`src/rtl/dcs_pkg.sv`:
```
package dcs_pkg;
  localparam int FIELD_W = 4;
  localparam int NUM_FIELDS = 3;
  localparam logic [FIELD_W-1:0] FIELD_MAX = '1;
  localparam logic [FIELD_W-1:0] FIELD_MID = FIELD_W'(1 << (FIELD_W - 1));

  typedef enum logic [1:0] {
    STG_CYCLE  = 2'd0,
    STG_COARSE = 2'd1,
    STG_FINE   = 2'd2
  } stage_e;

  typedef struct packed {
    logic               moveUp;
    logic               moveDn;
    logic [FIELD_W-1:0] amount;
    stage_e             level;
    logic               carryOk;
  } ctrlStrobe_t;
endpackage

```
`src/rtl/dcs_ctrl.sv`:
```
module dcs_ctrl
  import dcs_pkg::*;
#(
  parameter int LOCK_HITS = 2
) (
  input  logic        clk,
  input  logic        rstN,
  input  logic        incReq,
  input  logic        decReq,
  input  logic        belowStep,
  output ctrlStrobe_t strobe,
  output stage_e      stage,
  output logic        locked
);
  localparam int HIT_W = $clog2(LOCK_HITS + 1);

  logic               haveDir;
  logic               lastUp;
  logic [FIELD_W-1:0] stepQ;
  logic [HIT_W-1:0]   hits;

  logic               decide;
  logic               advance;
  logic               reversal;
  logic [FIELD_W-1:0] amt;
  logic               tinyRev;

  always_comb begin
    decide   = incReq ^ decReq;
    advance  = belowStep && (stage != STG_FINE);
    reversal = haveDir && (incReq != lastUp);
    tinyRev  = reversal && (stepQ == FIELD_W'(1));
    if (locked)
      amt = FIELD_W'(1);
    else if (reversal)
      amt = (stepQ > FIELD_W'(1)) ? (stepQ >> 1) : FIELD_W'(1);
    else
      amt = stepQ;

    strobe.moveUp  = decide && !advance && incReq;
    strobe.moveDn  = decide && !advance && decReq;
    strobe.amount  = amt;
    strobe.level   = stage;
    strobe.carryOk = (stage == STG_FINE) && !locked;
  end

  always_ff @(posedge clk) begin
    if (!rstN) begin
      stage   <= STG_CYCLE;
      locked  <= 1'b0;
      haveDir <= 1'b0;
      lastUp  <= 1'b0;
      stepQ   <= FIELD_MID;
      hits    <= '0;
    end else if (advance) begin
      stage   <= stage_e'(stage + 2'd1);
      stepQ   <= FIELD_MID;
      haveDir <= 1'b0;
      hits    <= '0;
    end else if (decide) begin
      haveDir <= 1'b1;
      lastUp  <= incReq;
      if (!locked) begin
        stepQ <= amt;
        if (stage == STG_FINE) begin
          if (tinyRev) begin
            if (hits == HIT_W'(LOCK_HITS - 1)) begin
              locked <= 1'b1;
              hits   <= '0;
            end else begin
              hits <= hits + HIT_W'(1);
            end
          end else begin
            hits <= '0;
          end
        end
      end
    end
  end
endmodule

```
`src/rtl/dcs_dpath.sv`:
```
module dcs_dpath
  import dcs_pkg::*;
(
  input  logic               clk,
  input  logic               rstN,
  input  ctrlStrobe_t        strobe,
  output logic [FIELD_W-1:0] cycleField,
  output logic [FIELD_W-1:0] coarseField,
  output logic [FIELD_W-1:0] fineField
);
  localparam int FINE_IDX   = 0;
  localparam int COARSE_IDX = 1;
  localparam int CYCLE_IDX  = 2;

  logic [FIELD_W-1:0] fieldQ [NUM_FIELDS];
  logic [FIELD_W-1:0] fieldD [NUM_FIELDS];

  int                 idx;
  int                 raw;
  logic               over;
  logic               under;
  logic [FIELD_W-1:0] clamped;

  always_comb begin
    for (int i = 0; i < NUM_FIELDS; i++) fieldD[i] = fieldQ[i];
    idx = CYCLE_IDX - int'(strobe.level);
    if (idx < 0) idx = FINE_IDX;
    raw = strobe.moveUp ? int'(fieldQ[idx]) + int'(strobe.amount)
                        : int'(fieldQ[idx]) - int'(strobe.amount);
    over    = raw > int'(FIELD_MAX);
    under   = raw < 0;
    clamped = over ? FIELD_MAX : (under ? '0 : FIELD_W'(raw));
    if (strobe.moveUp || strobe.moveDn) begin
      if (idx == FINE_IDX && strobe.carryOk && over && fieldQ[COARSE_IDX] != FIELD_MAX) begin
        fieldD[COARSE_IDX] = fieldQ[COARSE_IDX] + FIELD_W'(1);
        fieldD[FINE_IDX]   = FIELD_MID;
      end else if (idx == FINE_IDX && strobe.carryOk && under && fieldQ[COARSE_IDX] != '0) begin
        fieldD[COARSE_IDX] = fieldQ[COARSE_IDX] - FIELD_W'(1);
        fieldD[FINE_IDX]   = FIELD_MID;
      end else begin
        fieldD[idx] = clamped;
      end
    end
  end

  always_ff @(posedge clk) begin
    for (int i = 0; i < NUM_FIELDS; i++)
      fieldQ[i] <= rstN ? fieldD[i] : FIELD_MID;
  end

  assign cycleField  = fieldQ[CYCLE_IDX];
  assign coarseField = fieldQ[COARSE_IDX];
  assign fineField   = fieldQ[FINE_IDX];
endmodule

```
`src/rtl/delay_code_search.sv`:
```
module delay_code_search
  import dcs_pkg::*;
#(
  parameter int LOCK_HITS = 2
) (
  input  logic               clk,
  input  logic               rstN,
  input  logic               incReq,
  input  logic               decReq,
  input  logic               belowStep,
  output logic [FIELD_W-1:0] cycleField,
  output logic [FIELD_W-1:0] coarseField,
  output logic [FIELD_W-1:0] fineField,
  output logic [1:0]         stage,
  output logic               locked
);
  ctrlStrobe_t strobe;
  stage_e      stageQ;

  dcs_ctrl #(.LOCK_HITS(LOCK_HITS)) u_ctrl (
    .clk(clk), .rstN(rstN), .incReq(incReq), .decReq(decReq),
    .belowStep(belowStep), .strobe(strobe), .stage(stageQ), .locked(locked)
  );

  dcs_dpath u_dpath (
    .clk(clk), .rstN(rstN), .strobe(strobe),
    .cycleField(cycleField), .coarseField(coarseField), .fineField(fineField)
  );

  assign stage = stageQ;
endmodule

```
`config.mk`:
```
export PLATFORM = sky130hd
export DESIGN_NAME = delay_code_search
export DESIGN_NICKNAME = d
export VERILOG_FILES = /design/src/rtl/dcs_pkg.sv /design/src/rtl/dcs_ctrl.sv /design/src/rtl/dcs_dpath.sv /design/src/rtl/delay_code_search.sv
export SDC_FILE = /design/constraint.sdc
export NUM_CORES = 1
export LEC_CHECK = 0
export BUFFER_PORTS_ARGS = -buffer_cell sky130_fd_sc_hd__buf_2
export CAP_MARGIN = 20
export CORE_MARGIN = 2
export CORE_UTILIZATION = 38
export DETAILED_ROUTE_END_ITERATION = 12
export HOLD_SLACK_MARGIN = 0.08
export SYNTH_ARGS = -nofsm -noshare
export SYNTH_HDL_FRONTEND = slang
export SYNTH_HIERARCHICAL = 1
export SYNTH_SLANG_ARGS = --single-unit
```
`constraint.sdc`:
```
create_clock -name clk -period 3.2 [get_ports clk]
set_input_delay 0.64 -clock clk [delete_from_list [all_inputs] [get_ports clk]]
set_output_delay 0.64 -clock clk [all_outputs]
set_load 0.005 [all_outputs]
```
==> summary.md <==
| Metric | Value |
|---|---|
| Arrival @ worst endpoint | `3030 ps` |
| Max capacitance violation total | `0` |
| Root buf cell | `clkbuf_8` |
| Seq pwr share | `43.0%` |
| Synth top area cells | `dfxtp_1, ha_1, nand2_1` |
| Via count of the first global-routing pass | `1464` |
| Count of buffers added by post-CTS timing repair for setup | `0` |
| Slowest Stage Delay on Critical Path | `420 ps` |
| Post-Place Worst Slack | `37.0 ps` |
| Fraction of the cycle the final worst path needs | `89.9%` |
| Power density of the placed cells | `387 nW/um2` |
| Worst rel slew slack | `65.3%` |
| Number of slew-limit violations in the final report | `0` |
| Fin Clk Skew | `0.767 ps` |
| CORE AREA | `4410 um2` |
| Dominant cell type by area after synthesis | `dfxtp_1` |
| Placer Congestion | `0.877` |
| Final period demand of the worst path | `2880 ps` |
| Post-cts repair resize count | `0` |
| Slew at the pin with the worst max-slew slack | `520 ps` |
| RSZ-0062 raised after global routing | `false` |
| Number of clock sinks | `23` |
| Synth Area per Inst | `8.34 um2` |
| Post-synth ARST share | `0%` |
| Status | `finished clean` |
| Post-route antenna net violation count | `0` |
| Cell-internal power | `497 uW` |
| Distinct cell type count after synthesis | `59` |
| Number of antenna violations at the first check in global routing | `0` |
| Wire length reported by the detailed router | `3990 um` |
| Area of the mapped netlist | `1760 um2` |
| Initial cell density of the core | `39.9%` |
| IO Port Bufs | `19` |
| Class of the most critical hold timing path | `reg -> reg` |
| Kind of start point of the critical path | `input port` |
| Number of antenna diodes | `0` |
| Number of DRC violations after detailed-routing iteration 0 | `50` |
| NumNets Final | `249` |
| Least setup slack across all paths after layout | `324 ps` |
| Setup total negative slack | `0 ps` |
| Portion of the post-synthesis area used by sequential elements | `26.2%` |
| Kind of end point of the critical path | `flip-flop` |
| Worst Path Class, Setup | `in -> reg` |
| Max frequency | `348 MHz` |
| Fraction of layout instances using a drive strength above 1 | `18.3%` |
| Total track usage | `16.5%` |
| Cell count after synthesis | `211` |
| Most instantiated flip-flop cell in the synthesis netlist | `dfxtp_1` |
| Hold buffer count at cts | `0` |
| Top cell type's share of synthesized area | `26.2%` |
| Register-to-Register Setup Slack | `330 ps` |
| # setup viols final | `0` |
| Library cell contributing the largest single delay on the critical path | `fa_1` |
| Dpl hpwl | `3120 um` |
| Critical Path Most Common Cell | `nand2_1` |
| # DRC | `0` |
| Share of power burned in combinational logic | `32.3%` |
| Net switching component of the power | `262 uW` |
| Number of nets produced by synthesis | `229` |
| Overflow left after global routing | `0` |
| Number of enable flip-flop cells after synthesis | `0` |
| Maximum resistive drop on vdd | `243 uV` |
| Register bit count reported by yosys | `23` |
| TritonCTS clock tree | `done` |
| Leakage | `0.000807 uW` |
| Total of warnings raised by yosys | `6` |
| Wire length of the first global-routing pass | `6760 um` |
| Area of the die | `5190 um2` |
| Clock transition at path regs | `80 ps` |
| CTS buffer count | `3` |
| Std cell rows | `24` |
| Number of H-tree branching levels | `1` |
| Average wire per cell in the routed design | `14.2 um` |
| Router iterations before antenna repair | `4` |
| Pin count of the biggest net entering global routing | `20` |
| Horizontal extent of the die | `72.1 um` |
| Number of vias per cell after detailed routing | `5.59` |
| Area Overhead vs Synth | `11.3%` |
| Count of placed standard cells including taps | `278` |
| CP Cell Sequence | `buf_2 > xor2_2 > nand2_1 > a211o_1 > ha_1 > fa_1 > o21bai_4 > a2111oi_4 > a21o_1 > nand2_1 > nor4b_1 > o21ai_1` |
| Die height | `72.1 um` |
| Number of hold violations in the final report | `0` |
| Latest clock arrival within the worst-skew pair | `270 ps` |
| Vias | `1577` |
| Sw Ratio | `34.5%` |
| Final instance count without filler cells | `282` |
| Max Fanout on Critical Path | `5` |
| Clock power share | `24.7%` |
| Deepest clock path buffer count | `2` |
| I/O pin cnt | `20` |
| Critical Path RT | `3350 ps` |
## cells in the final DEF (no fill, tap or decap), types with 2 or more instances in the layout
cell,count
a211o_1,2
a211oi_1,2
a21boi_0,2
a21oi_1,8
a21oi_2,2
a22oi_1,3
and2_1,3
and2b_1,2
buf_2,19
buf_4,6
clkbuf_8,3
dfxtp_1,23
fa_1,2
ha_1,11
inv_1,10
mux2i_1,6
nand2_1,27
nand2b_1,5
nand3_1,6
nand4_1,2
nor2_1,15
nor2b_1,7
nor3_1,2
o211a_1,5
o21ai_0,7
o21ai_1,11
o221ai_1,2
o22ai_1,3
or3_1,2
xnor2_1,2
## registers in the layout, indices dropped and copies added, names as in the netlist
signal / count
u_ctrl/locked: 1
u_ctrl/haveDir: 1
u_ctrl/lastUp: 1
u_dpath/fieldQ: 12
u_ctrl/stepQ: 4
u_ctrl/stage: 2
u_ctrl/hits: 2
## logic make-up (layout without fill, tap and decap cells)
family | Yosys count | count (layout) | share of synthesized area [%]
DFF | 23 | 23 | 26.2
buffers and inverters | 20 | 39 | 5.19
adders and majority gates | 13 | 13 | 10.1
muxes | 6 | 6 | 3.41
xor gates and xnor gates | 4 | 4 | 2.42
AOI/OAI and AO/OA | 65 | 65 | 29.3
and+or+nand+nor | 80 | 80 | 23.5
## worst paths after layout
kind,depth (start not counted),startpoint,to
worst max-delay path,12,incReq,u_dpath/fieldQ[0][3]
worst min-delay path,1,u_ctrl/hits[1],u_ctrl/hits[1]
worst max register to register,10,u_ctrl/stage[0],u_dpath/fieldQ[0][3]
worst min register to register,1,u_ctrl/hits[1],u_ctrl/hits[1]
## stage by stage
step                power (uW)  util (%)  area [um2]  hold slack [ps]
finish                     758      44.4        1960              468
CTS                        763      44.4        1960              468
detailed placement         575      43.3        1910              456
global route               806      44.4        1960              487
global placement           576      43.3        1910              454
floorplan                  517         -        1760              440
## critical path, delay by kind of cell
| family | cells | cell delay (ps) |
|---|---|---|
| compound gates | 5 | 890 |
| fa+ha+maj | 2 | 650 |
| simple gates | 3 | 510 |
| xor+xnor | 1 | 210 |
| buf+inv | 1 | 110 |
## synthesized netlist by cell type, drive strengths merged (4+ instances only)
cell / number
nand2: 27
nand2b: 5
nor2b: 7
and2: 4
ha: 11
o211a: 5
inv: 10
buf: 5
nor2: 15
clkbuf: 5
a21oi: 11
dfxtp: 23
mux2i: 6
nand3: 7
o21ai: 19
## power by group through the flow
stage	registers (uW)	clock network (uW)	logic, uW
CTS	327	193	244
global placement	334	0	243
finish	326	187	245
floorplan	321	0	196
global route	330	205	270
detailed placement	333	0	242
## final cells by class
type | instances | area [um2]
clock buffers | 3 | 41.3
clock inverters | 1 | 5.00
fillers | 453 | 2450
inverters | 10 | 37.5
multi-input cells | 168 | 1210
flip-flops and latches | 23 | 460
well taps | 52 | 65.1
repair buffers | 25 | 140
## layer usage
| layer | share of wire (%) | track usage [%] | up-vias | wire length, um |
|---|---|---|---|---|
| li1 | - | - | 797 | - |
| met1 | 51 | 22.4 | 753 | 2020 |
| met2 | 45 | 26.6 | 23 | 1790 |
| met3 | 3.4 | 2.50 | 4 | 135 |
| met4 | 1.2 | 5.66 | 0 | 48 |
| met5 | 0 | 0 | - | 0 |
Note: power is estimated with default switching activity, not from simulation.
